File: src/rtl/ss_ramp_pkg.sv
package ss_ramp_pkg;

    typedef enum logic {
        PH_HOLD = 1'b0,
        PH_RAMP = 1'b1
    } ss_phase_e;

    function automatic int unsigned ss_ceil_div(input int unsigned num, input int unsigned den);
        return (num + den - 1) / den;
    endfunction

endpackage

File: src/rtl/ss_step_gen.sv
module ss_step_gen #(
    parameter int unsigned CODE_W      = 10,
    parameter int unsigned FULL_SCALE  = 800,
    parameter int unsigned RAMP_CYCLES = 40
) (
    input  logic              clk_i,
    input  logic              uvlo_i,
    input  logic              clear_i,
    input  logic              adv_i,
    output logic [CODE_W-1:0] inc_o
);
    localparam int unsigned STEP_INT = FULL_SCALE / RAMP_CYCLES;
    localparam int unsigned STEP_REM = FULL_SCALE % RAMP_CYCLES;
    localparam int unsigned ACC_W    = $clog2(RAMP_CYCLES + 1);

    localparam logic [ACC_W:0]    REM_EXT = (ACC_W+1)'(STEP_REM);
    localparam logic [ACC_W:0]    CYC_EXT = (ACC_W+1)'(RAMP_CYCLES);
    localparam logic [CODE_W-1:0] STEP_C  = CODE_W'(STEP_INT);

    logic [ACC_W-1:0] acc_d, acc_q;
    logic [ACC_W:0]   acc_sum;
    logic             carry;

    // Fractional accumulator: spreads the remainder so k steps sum to floor(k*FS/N)
    always_comb begin
        acc_sum = {1'b0, acc_q} + REM_EXT;
        carry   = (acc_sum >= CYC_EXT);
        acc_d   = acc_q;
        if (clear_i) begin
            acc_d = '0;
        end else if (adv_i) begin
            acc_d = carry ? ACC_W'(acc_sum - CYC_EXT) : acc_sum[ACC_W-1:0];
        end
        inc_o = STEP_C + {{(CODE_W-1){1'b0}}, carry};
    end

    always_ff @(posedge clk_i or posedge uvlo_i) begin
        if (uvlo_i) begin
            acc_q <= '0;
        end else begin
            acc_q <= acc_d;
        end
    end

endmodule

File: src/rtl/ss_code_sat.sv
module ss_code_sat #(
    parameter int unsigned CODE_W     = 10,
    parameter int unsigned FULL_SCALE = 800
) (
    input  logic [CODE_W-1:0] base_i,
    input  logic [CODE_W-1:0] inc_i,
    output logic [CODE_W-1:0] sum_o,
    output logic              at_full_o
);
    localparam logic [CODE_W:0] FULL_EXT = (CODE_W+1)'(FULL_SCALE);

    logic [CODE_W:0] wide_sum;

    always_comb begin
        wide_sum  = {1'b0, base_i} + {1'b0, inc_i};
        at_full_o = (wide_sum >= FULL_EXT);
        sum_o     = at_full_o ? FULL_EXT[CODE_W-1:0] : wide_sum[CODE_W-1:0];
    end

endmodule

File: src/rtl/ss_ramp_gen.sv
module ss_ramp_gen
    import ss_ramp_pkg::*;
#(
    parameter int unsigned CODE_W      = 10,
    parameter int unsigned FULL_SCALE  = 800,
    parameter int unsigned RAMP_CYCLES = 40
) (
    input  logic              clk_i,
    input  logic              uvlo_i,
    input  logic              disable_i,
    input  logic [CODE_W-1:0] precharge_i,
    output logic [CODE_W-1:0] ref_code_o,
    output logic              ss_done_o
);
    localparam logic [CODE_W-1:0] FULL_CODE = CODE_W'(FULL_SCALE);
    localparam int unsigned       CODE_MAX  = (1 << CODE_W) - 1;

    typedef struct packed {
        ss_phase_e         phase;
        logic [CODE_W-1:0] code;
        logic              done;
    } ramp_state_t;

    ramp_state_t st_d, st_q;

    logic [CODE_W-1:0] start_code;
    logic [CODE_W-1:0] step_inc;
    logic [CODE_W-1:0] next_code;
    logic              next_full;
    logic              acc_clear;
    logic              acc_adv;

    // Clamp of the captured level, only built when the code range exceeds full scale
    generate
        if (CODE_MAX > FULL_SCALE) begin : g_clamp
            assign start_code = (precharge_i > FULL_CODE) ? FULL_CODE : precharge_i;
        end else begin : g_pass
            assign start_code = precharge_i;
        end
    endgenerate

    ss_step_gen #(
        .CODE_W      (CODE_W),
        .FULL_SCALE  (FULL_SCALE),
        .RAMP_CYCLES (RAMP_CYCLES)
    ) step_i (
        .clk_i   (clk_i),
        .uvlo_i  (uvlo_i),
        .clear_i (acc_clear),
        .adv_i   (acc_adv),
        .inc_o   (step_inc)
    );

    ss_code_sat #(
        .CODE_W     (CODE_W),
        .FULL_SCALE (FULL_SCALE)
    ) sat_i (
        .base_i    (st_q.code),
        .inc_i     (step_inc),
        .sum_o     (next_code),
        .at_full_o (next_full)
    );

    always_comb begin
        st_d      = st_q;
        acc_clear = 1'b0;
        acc_adv   = 1'b0;
        if (disable_i) begin
            st_d.phase = PH_HOLD;
            st_d.code  = '0;
            st_d.done  = 1'b0;
            acc_clear  = 1'b1;
        end else if (st_q.phase == PH_HOLD) begin
            st_d.phase = PH_RAMP;
            st_d.code  = start_code;
            st_d.done  = (start_code == FULL_CODE);
            acc_clear  = 1'b1;
        end else begin
            st_d.code = next_code;
            st_d.done = next_full;
            acc_adv   = 1'b1;
        end
    end

    always_ff @(posedge clk_i or posedge uvlo_i) begin
        if (uvlo_i) begin
            st_q <= '{phase: PH_HOLD, code: '0, done: 1'b0};
        end else begin
            st_q <= st_d;
        end
    end

    assign ref_code_o = st_q.code;
    assign ss_done_o  = st_q.done;

endmodule

File: config.mk
export PLATFORM = sky130hd
export DESIGN_NAME = ss_ramp_gen
export DESIGN_NICKNAME = d
export VERILOG_FILES = /design/src/rtl/ss_ramp_pkg.sv /design/src/rtl/ss_step_gen.sv /design/src/rtl/ss_code_sat.sv /design/src/rtl/ss_ramp_gen.sv
export SDC_FILE = /design/constraint.sdc
export NUM_CORES = 1
export LEC_CHECK = 0
export CAP_MARGIN = 10
export CORE_UTILIZATION = 44
export DETAILED_ROUTE_END_ITERATION = 8
export PLACE_DENSITY = 0.8
export SYNTH_ARGS = -nofsm -noshare
export SYNTH_HDL_FRONTEND = slang
export SYNTH_SLANG_ARGS = --single-unit
File: constraint.sdc
create_clock -name clk_i -period 2.3 [get_ports clk_i]
set_input_delay 0.69 -clock clk_i [delete_from_list [all_inputs] [get_ports clk_i]]
set_output_delay 0.69 -clock clk_i [all_outputs]
set_load 0.005 [all_outputs]
## Word-level counts from Yosys, hierarchy flattened

Index checks and enable logic that the tools add are counted.

- Register bits after elaboration: 18
- Word-level logic and storage cells: 25

- $add $sub $neg: 3
- $lt $le $gt $ge: 3
- Equality and inequality tests: 1
- Muxes and demuxes: 11
- Reductions and logical operators: 3

Operators by type and width:

| cell | number |
|---|---|
| 10-bit two-way mux | 2 |
| 6-bit two-way mux | 3 |
| 12-bit two-way mux | 1 |
| 10-bit by 6-bit adder with 11-bit output | 1 |
| 11-bit by 10-bit >= comparator with 1-bit output (second input constant) | 1 |
| 11-bit two-way mux | 1 |
| 10-bit equality test (second input constant) | 1 |
| 10-bit greater-than comparator (second input constant) | 1 |
| 5-bit by 1-bit adder with 6-bit output (first input constant) | 1 |
| 6-bit >= comparator (second input constant) | 1 |
| 6-bit subtractor (second input constant) | 1 |
| 1-bit two-way mux | 4 |
| 2-bit nonzero test | 2 |
| 2-bit AND reduction | 1 |

## Depth between registers and ports, before layout

- Depth in word-level cells: 7
- Gate-level depth with buffers: 10
- Gate-level depth less buffers: 10

## Hierarchy

A second synthesis with hierarchy kept.

- Cells, all modules: 185
- Area, all modules: 1607.8 um2

Modules (own cells, without submodules):

| module | instances | cells an instance | area an instance (um2) | seq. area each (um2) |
|---|---|---|---|---|
| ss_code_sat | 1 | 94 | 749.5 | 0.0 |
| ss_ramp_gen | 1 | 62 | 610.6 | 300.3 |
| ss_step_gen | 1 | 29 | 247.7 | 75.1 |

## Worst setup path after synthesis

OpenSTA, ideal clock, no wires.

- Path kind: reg-to-reg
- Start point: register step_i.acc_q[4]
- End point: register st_q, in the netlist ref_code_o[5]
- Setup time: 0.126 ns
- Arrival: 2.115 ns
- Required time: 2.174 ns
- Slack: 0.059 ns
- Cell stages (with the launch flop): 10
- Buffers on the path: 0
- Clock period less this slack: 2.241 ns
- Cells stage by stage: dfrtp_1 -> nor2_1 -> nor2b_1 -> ha_1 -> ha_1 -> or4b_1 -> o21ai_1 -> a32o_2 -> o21ai_4 -> o311a_1

RTL lines:

| what | line | RTL |
|---|---|---|
| start, declared | ss_step_gen.sv:20 | `logic [ACC_W-1:0] acc_d, acc_q;` |
| start signal, assigned | ss_step_gen.sv:39 | `acc_q <= '0;` |
| start signal, assigned | ss_step_gen.sv:41 | `acc_q <= acc_d;` |
| end signal, assigned | ss_ramp_gen.sv:87 | `st_q <= '{phase: PH_HOLD, code: '0, done: 1'b0};` |
| end signal, assigned | ss_ramp_gen.sv:89 | `st_q <= st_d;` |
| end, declared | ss_ramp_gen.sv:24 | `ramp_state_t st_d, st_q;` |

==> metrics.txt <==
# TYPE chip_impl_metric gauge
chip_impl_info{name="run_status",value="complete, but fails checks"} 1
chip_impl_info{name="violated_checks",value="negative setup slack"} 1
chip_impl_info{name="timing.setup.critical_path_class",value="reg2reg"} 1
chip_impl_metric{name="cts_num_sinks",unit=""} 15
chip_impl_metric{name="leakage",unit="nW"} 0.5397
chip_impl_metric{name="clkTransAtPathRegs",unit="ps"} 90
chip_impl_metric{name="min_period_over_period",unit=""} 1.007
chip_impl_metric{name="tightestPinTransition",unit="ps"} 564.4
chip_impl_metric{name="synthDistinctLibCells",unit=""} 36
chip_impl_metric{name="drt-vias-per-instance",unit=""} 5.447
chip_impl_metric{name="sequential_element_share_of_the_synthesized_area",unit=""} 0.3717
chip_impl_info{name="worstSetupStartpointType",value="register"} 1
chip_impl_metric{name="grt_pass1_vias",unit=""} 847
chip_impl_metric{name="hold_viol_final",unit=""} 0
chip_impl_metric{name="grt_start_max_net_pins",unit=""} 16
chip_impl_metric{name="achievable-frequency",unit="MHz"} 431.8
chip_impl_metric{name="postCtsHoldBufs",unit=""} 0
chip_impl_metric{name="total_cts_buffers",unit=""} 3
chip_impl_metric{name="postRouteAntennaNets",unit=""} 0
chip_impl_info{name="rsz0062_at_grt",value="true"} 1
chip_impl_metric{name="dpl.hpwl",unit="µm"} 1644
chip_impl_info{name="synth_top_cells_by_count",value="15 x sky130_fd_sc_hd__dfrtp_1, 12 x sky130_fd_sc_hd__nand2_1, 11 x sky130_fd_sc_hd__nor2_1, 10 x sky130_fd_sc_hd__buf_4"} 1
chip_impl_metric{name="place_congestion",unit=""} 0.8085
chip_impl_metric{name="fp-row-count",unit=""} 16
chip_impl_metric{name="ys_ff_latch",unit=""} 15
chip_impl_metric{name="maxCapViolCount",unit=""} 0
chip_impl_info{name="end_kind",value="register"} 1
chip_impl_metric{name="drt-pass1-iter-count",unit=""} 4
chip_impl_metric{name="relSlewSlack",unit=""} 0.6233
chip_impl_metric{name="start_util",unit=""} 0.4897
chip_impl_metric{name="area_of_the_die",unit="µm²"} 2491
chip_impl_metric{name="worst-path-max-fanout",unit=""} 9
chip_impl_metric{name="required_time_worst_endpoint",unit="ps"} 2460
chip_impl_info{name="synthMostInstantiatedCell",value="sky130_fd_sc_hd__dfrtp_1"} 1
chip_impl_metric{name="ys_warns",unit=""} 0
chip_impl_metric{name="vias",unit=""} 877
chip_impl_metric{name="pwr_density_cell",unit="nW/µm²"} 459.9
chip_impl_metric{name="total_placed_instance_area",unit="µm²"} 1244
chip_impl_metric{name="insertion_delay",unit="ps"} 270
chip_impl_metric{name="die_w",unit="µm"} 49.91
chip_impl_metric{name="finalWorstPathRequiredPeriod",unit="ps"} 2316
chip_impl_metric{name="synth_cells",unit=""} 111
chip_impl_info{name="crit_path_start",value="step_i.acc_q[4]"} 1
chip_impl_info{name="cts_tree",value="built"} 1
chip_impl_metric{name="detail_route.iter0.violations",unit=""} 26
chip_impl_metric{name="peakVddDrop",unit="µV"} 343.8
chip_impl_metric{name="fin_ws",unit="ps"} -15.83
chip_impl_metric{name="finalSetupViolCount",unit=""} 1
chip_impl_metric{name="drive_above_1_share",unit=""} 0.1493
chip_impl_metric{name="routedWlPerCell",unit="µm"} 13.43
chip_impl_metric{name="die_h",unit="µm"} 49.91
chip_impl_metric{name="finalWirelength",unit="µm"} 2163
chip_impl_metric{name="arrival",unit="ps"} 2470
chip_impl_metric{name="grt_pass1_wl",unit="µm"} 3588
chip_impl_metric{name="postSynthAreaPerCell",unit="µm²"} 9.097
chip_impl_metric{name="layout.cell_area.non_filler",unit="µm²"} 1279
chip_impl_info{name="synth.top_cells.by_area",value="sky130_fd_sc_hd__dfrtp_1 37%, sky130_fd_sc_hd__buf_4 7.4%, sky130_fd_sc_hd__a211oi_1 4.5%"} 1
chip_impl_metric{name="number_of_synthesized_flops_with_an_enable_pin",unit=""} 0
chip_impl_metric{name="synth_top_area_frac",unit=""} 0.3717
chip_impl_metric{name="htree_num_levels",unit=""} 1
chip_impl_metric{name="core",unit="µm²"} 2062
chip_impl_metric{name="timing.final.max_slew_violations",unit=""} 0
chip_impl_metric{name="post_synth_design_cell_area",unit="µm²"} 1010
chip_impl_metric{name="synth_fp_nets",unit=""} 127
chip_impl_metric{name="cts.path.max_buffers",unit=""} 2
chip_impl_info{name="synth-main-ff-cell",value="sky130_fd_sc_hd__dfrtp_1"} 1
chip_impl_info{name="worstHoldPathType",value="reg2reg"} 1
chip_impl_metric{name="num_io_pins",unit=""} 24
chip_impl_metric{name="global_route.usage.total",unit=""} 0.1868
chip_impl_info{name="synthDominantAreaCellType",value="sky130_fd_sc_hd__dfrtp_1"} 1
chip_impl_metric{name="fill_cells",unit=""} 195
chip_impl_metric{name="number_of_antenna_violations_at_the_first_check_in_global_routing",unit=""} 0
chip_impl_info{name="root_buffer",value="sky130_fd_sc_hd__clkbuf_4"} 1
chip_impl_metric{name="fin_skew",unit="ps"} 3.009
chip_impl_metric{name="grt_remaining_overflow",unit=""} 0
chip_impl_metric{name="detail_route.drc_violations",unit=""} 0
chip_impl_metric{name="postSynth.asyncResetShare",unit=""} 1.000
chip_impl_metric{name="nets",unit=""} 151
chip_impl_info{name="critical_path.reg2reg.startpoint",value="step_i.acc_q[4]"} 1
chip_impl_metric{name="antennaDiodeCount",unit=""} 0
chip_impl_metric{name="utilization",unit=""} 0.6201
chip_impl_metric{name="numPortBuffers",unit=""} 23
chip_impl_metric{name="layout-area-overhead-vs-synth",unit="%"} 26.64
chip_impl_info{name="holdCritStartpoint",value="step_i.acc_q[5]"} 1
==> sequential cells by signal (all words and copies together), names as in the netlist <==
signal and count:
st_q 1, step_i.acc_q 3, ss_done_o 1, ref_code_o 10
==> worst max-delay path, cell delays in order, from the launching register on <==
cell	delay, ps
sky130_fd_sc_hd__dfrtp_1	400
sky130_fd_sc_hd__nor2_2	140
sky130_fd_sc_hd__nor2b_1	60
sky130_fd_sc_hd__ha_1	200
sky130_fd_sc_hd__ha_2	210
sky130_fd_sc_hd__or4b_1	500
sky130_fd_sc_hd__o21ai_1	100
sky130_fd_sc_hd__a32o_2	170
sky130_fd_sc_hd__o21ai_4	90
sky130_fd_sc_hd__o311a_1	350
==> final timing paths <==
path | slack, ps | endpoint | depth (start not counted)
max | -20 | ref_code_o[5] | 9
min | 580 | step_i.acc_q[4] | 2
max reg2reg | -20 | ref_code_o[5] | 9
min reg2reg | 580 | step_i.acc_q[4] | 2
max in group asynchronous | 1170 | ref_code_o[3] | 2
min in group asynchronous | 760 | st_q[11] | 2
==> metal layers <==
metal / vias to the layer above / global-route usage / wire length (µm)
met5: - / 0 / 0
met4: 0 / 0.04762 / 14
met3: 2 / 0.009259 / 83
met2: 25 / 0.3333 / 1057
met1: 420 / 0.2442 / 1008
li1: 430 / - / -
==> layout make-up <==
class                           instances  area (µm²)  share of cell area
Sequential cell                        15       375.4              0.2935
Inverter                                6       22.52             0.01761
Clock buffer                            4       26.28             0.02055
Multi-Input combinational cell         78       530.5              0.4149
Tap cell                               27       33.78             0.02642
Timing Repair Buffer                   31       290.3              0.2270
==> kinds of logic after synthesis <==
kind of cell,count (synthesis),synth area share
adders and majority gates,3,0.03718
muxes,1,0.01115
DFF,15,0.3717
buffers and inverters,18,0.1115
and+or+nand+nor,37,0.1784
xor gates and xnor gates,8,0.06940
AOI/OAI and AO/OA,29,0.2206
==> where the power goes <==
group | internal, mW | total, mW | switching (mW)
logic | 0.0804 | 0.139 | 0.0590
registers | 0.278 | 0.303 | 0.0246
clock network | 0.0670 | 0.146 | 0.0790
total | 0.425 | 0.588 | 0.163
==> timing repair <==
item,in CTS,in global routing
buffers inserted,0,0
setup endpoints to repair,8,9
pin swaps,0,0
resized for setup,2,2
==> cells in the final DEF, fill, tap and decap left out, types with 2 or more instances in the layout <==
| master | n |
|---|---|
| sky130_fd_sc_hd__buf_4 | 8 |
| sky130_fd_sc_hd__a211oi_1 | 6 |
| sky130_fd_sc_hd__clkdlybuf4s50_1 | 23 |
| sky130_fd_sc_hd__o31ai_1 | 2 |
| sky130_fd_sc_hd__o21ai_1 | 3 |
| sky130_fd_sc_hd__o21ai_0 | 3 |
| sky130_fd_sc_hd__clkbuf_4 | 3 |
| sky130_fd_sc_hd__a22oi_1 | 2 |
| sky130_fd_sc_hd__inv_1 | 6 |
| sky130_fd_sc_hd__a21oi_1 | 2 |
| sky130_fd_sc_hd__o21a_1 | 2 |
| sky130_fd_sc_hd__xnor2_1 | 5 |
| sky130_fd_sc_hd__ha_1 | 2 |
| sky130_fd_sc_hd__and2_1 | 2 |
| sky130_fd_sc_hd__dfrtp_1 | 15 |
| sky130_fd_sc_hd__nor2_1 | 10 |
| sky130_fd_sc_hd__and3_1 | 3 |
| sky130_fd_sc_hd__nand2_1 | 12 |
| sky130_fd_sc_hd__xor2_1 | 3 |
| sky130_fd_sc_hd__o22ai_1 | 2 |
==> through the flow <==
| step | setup TNS, ps | std cells | setup slack (ps) | power [mW] | hold WS [ps] |
|---|---|---|---|---|---|
| after floorplan | 0 | 111 | 59.15 | 0.3913 | 500.0 |
| after CTS | 0 | 161 | 6.726 | 0.5898 | 588.9 |
| after detailed placement | -48.63 | 157 | -34.14 | 0.4451 | 572.5 |
| after global placement | 0 | 157 | 32.51 | 0.4411 | 555.9 |
| after global routing | -605.8 | 161 | -109.7 | 0.6203 | 618.1 |
| final | -15.83 | 161 | -15.83 | 0.5881 | 582.1 |
(Power assumes the default switching activity.)
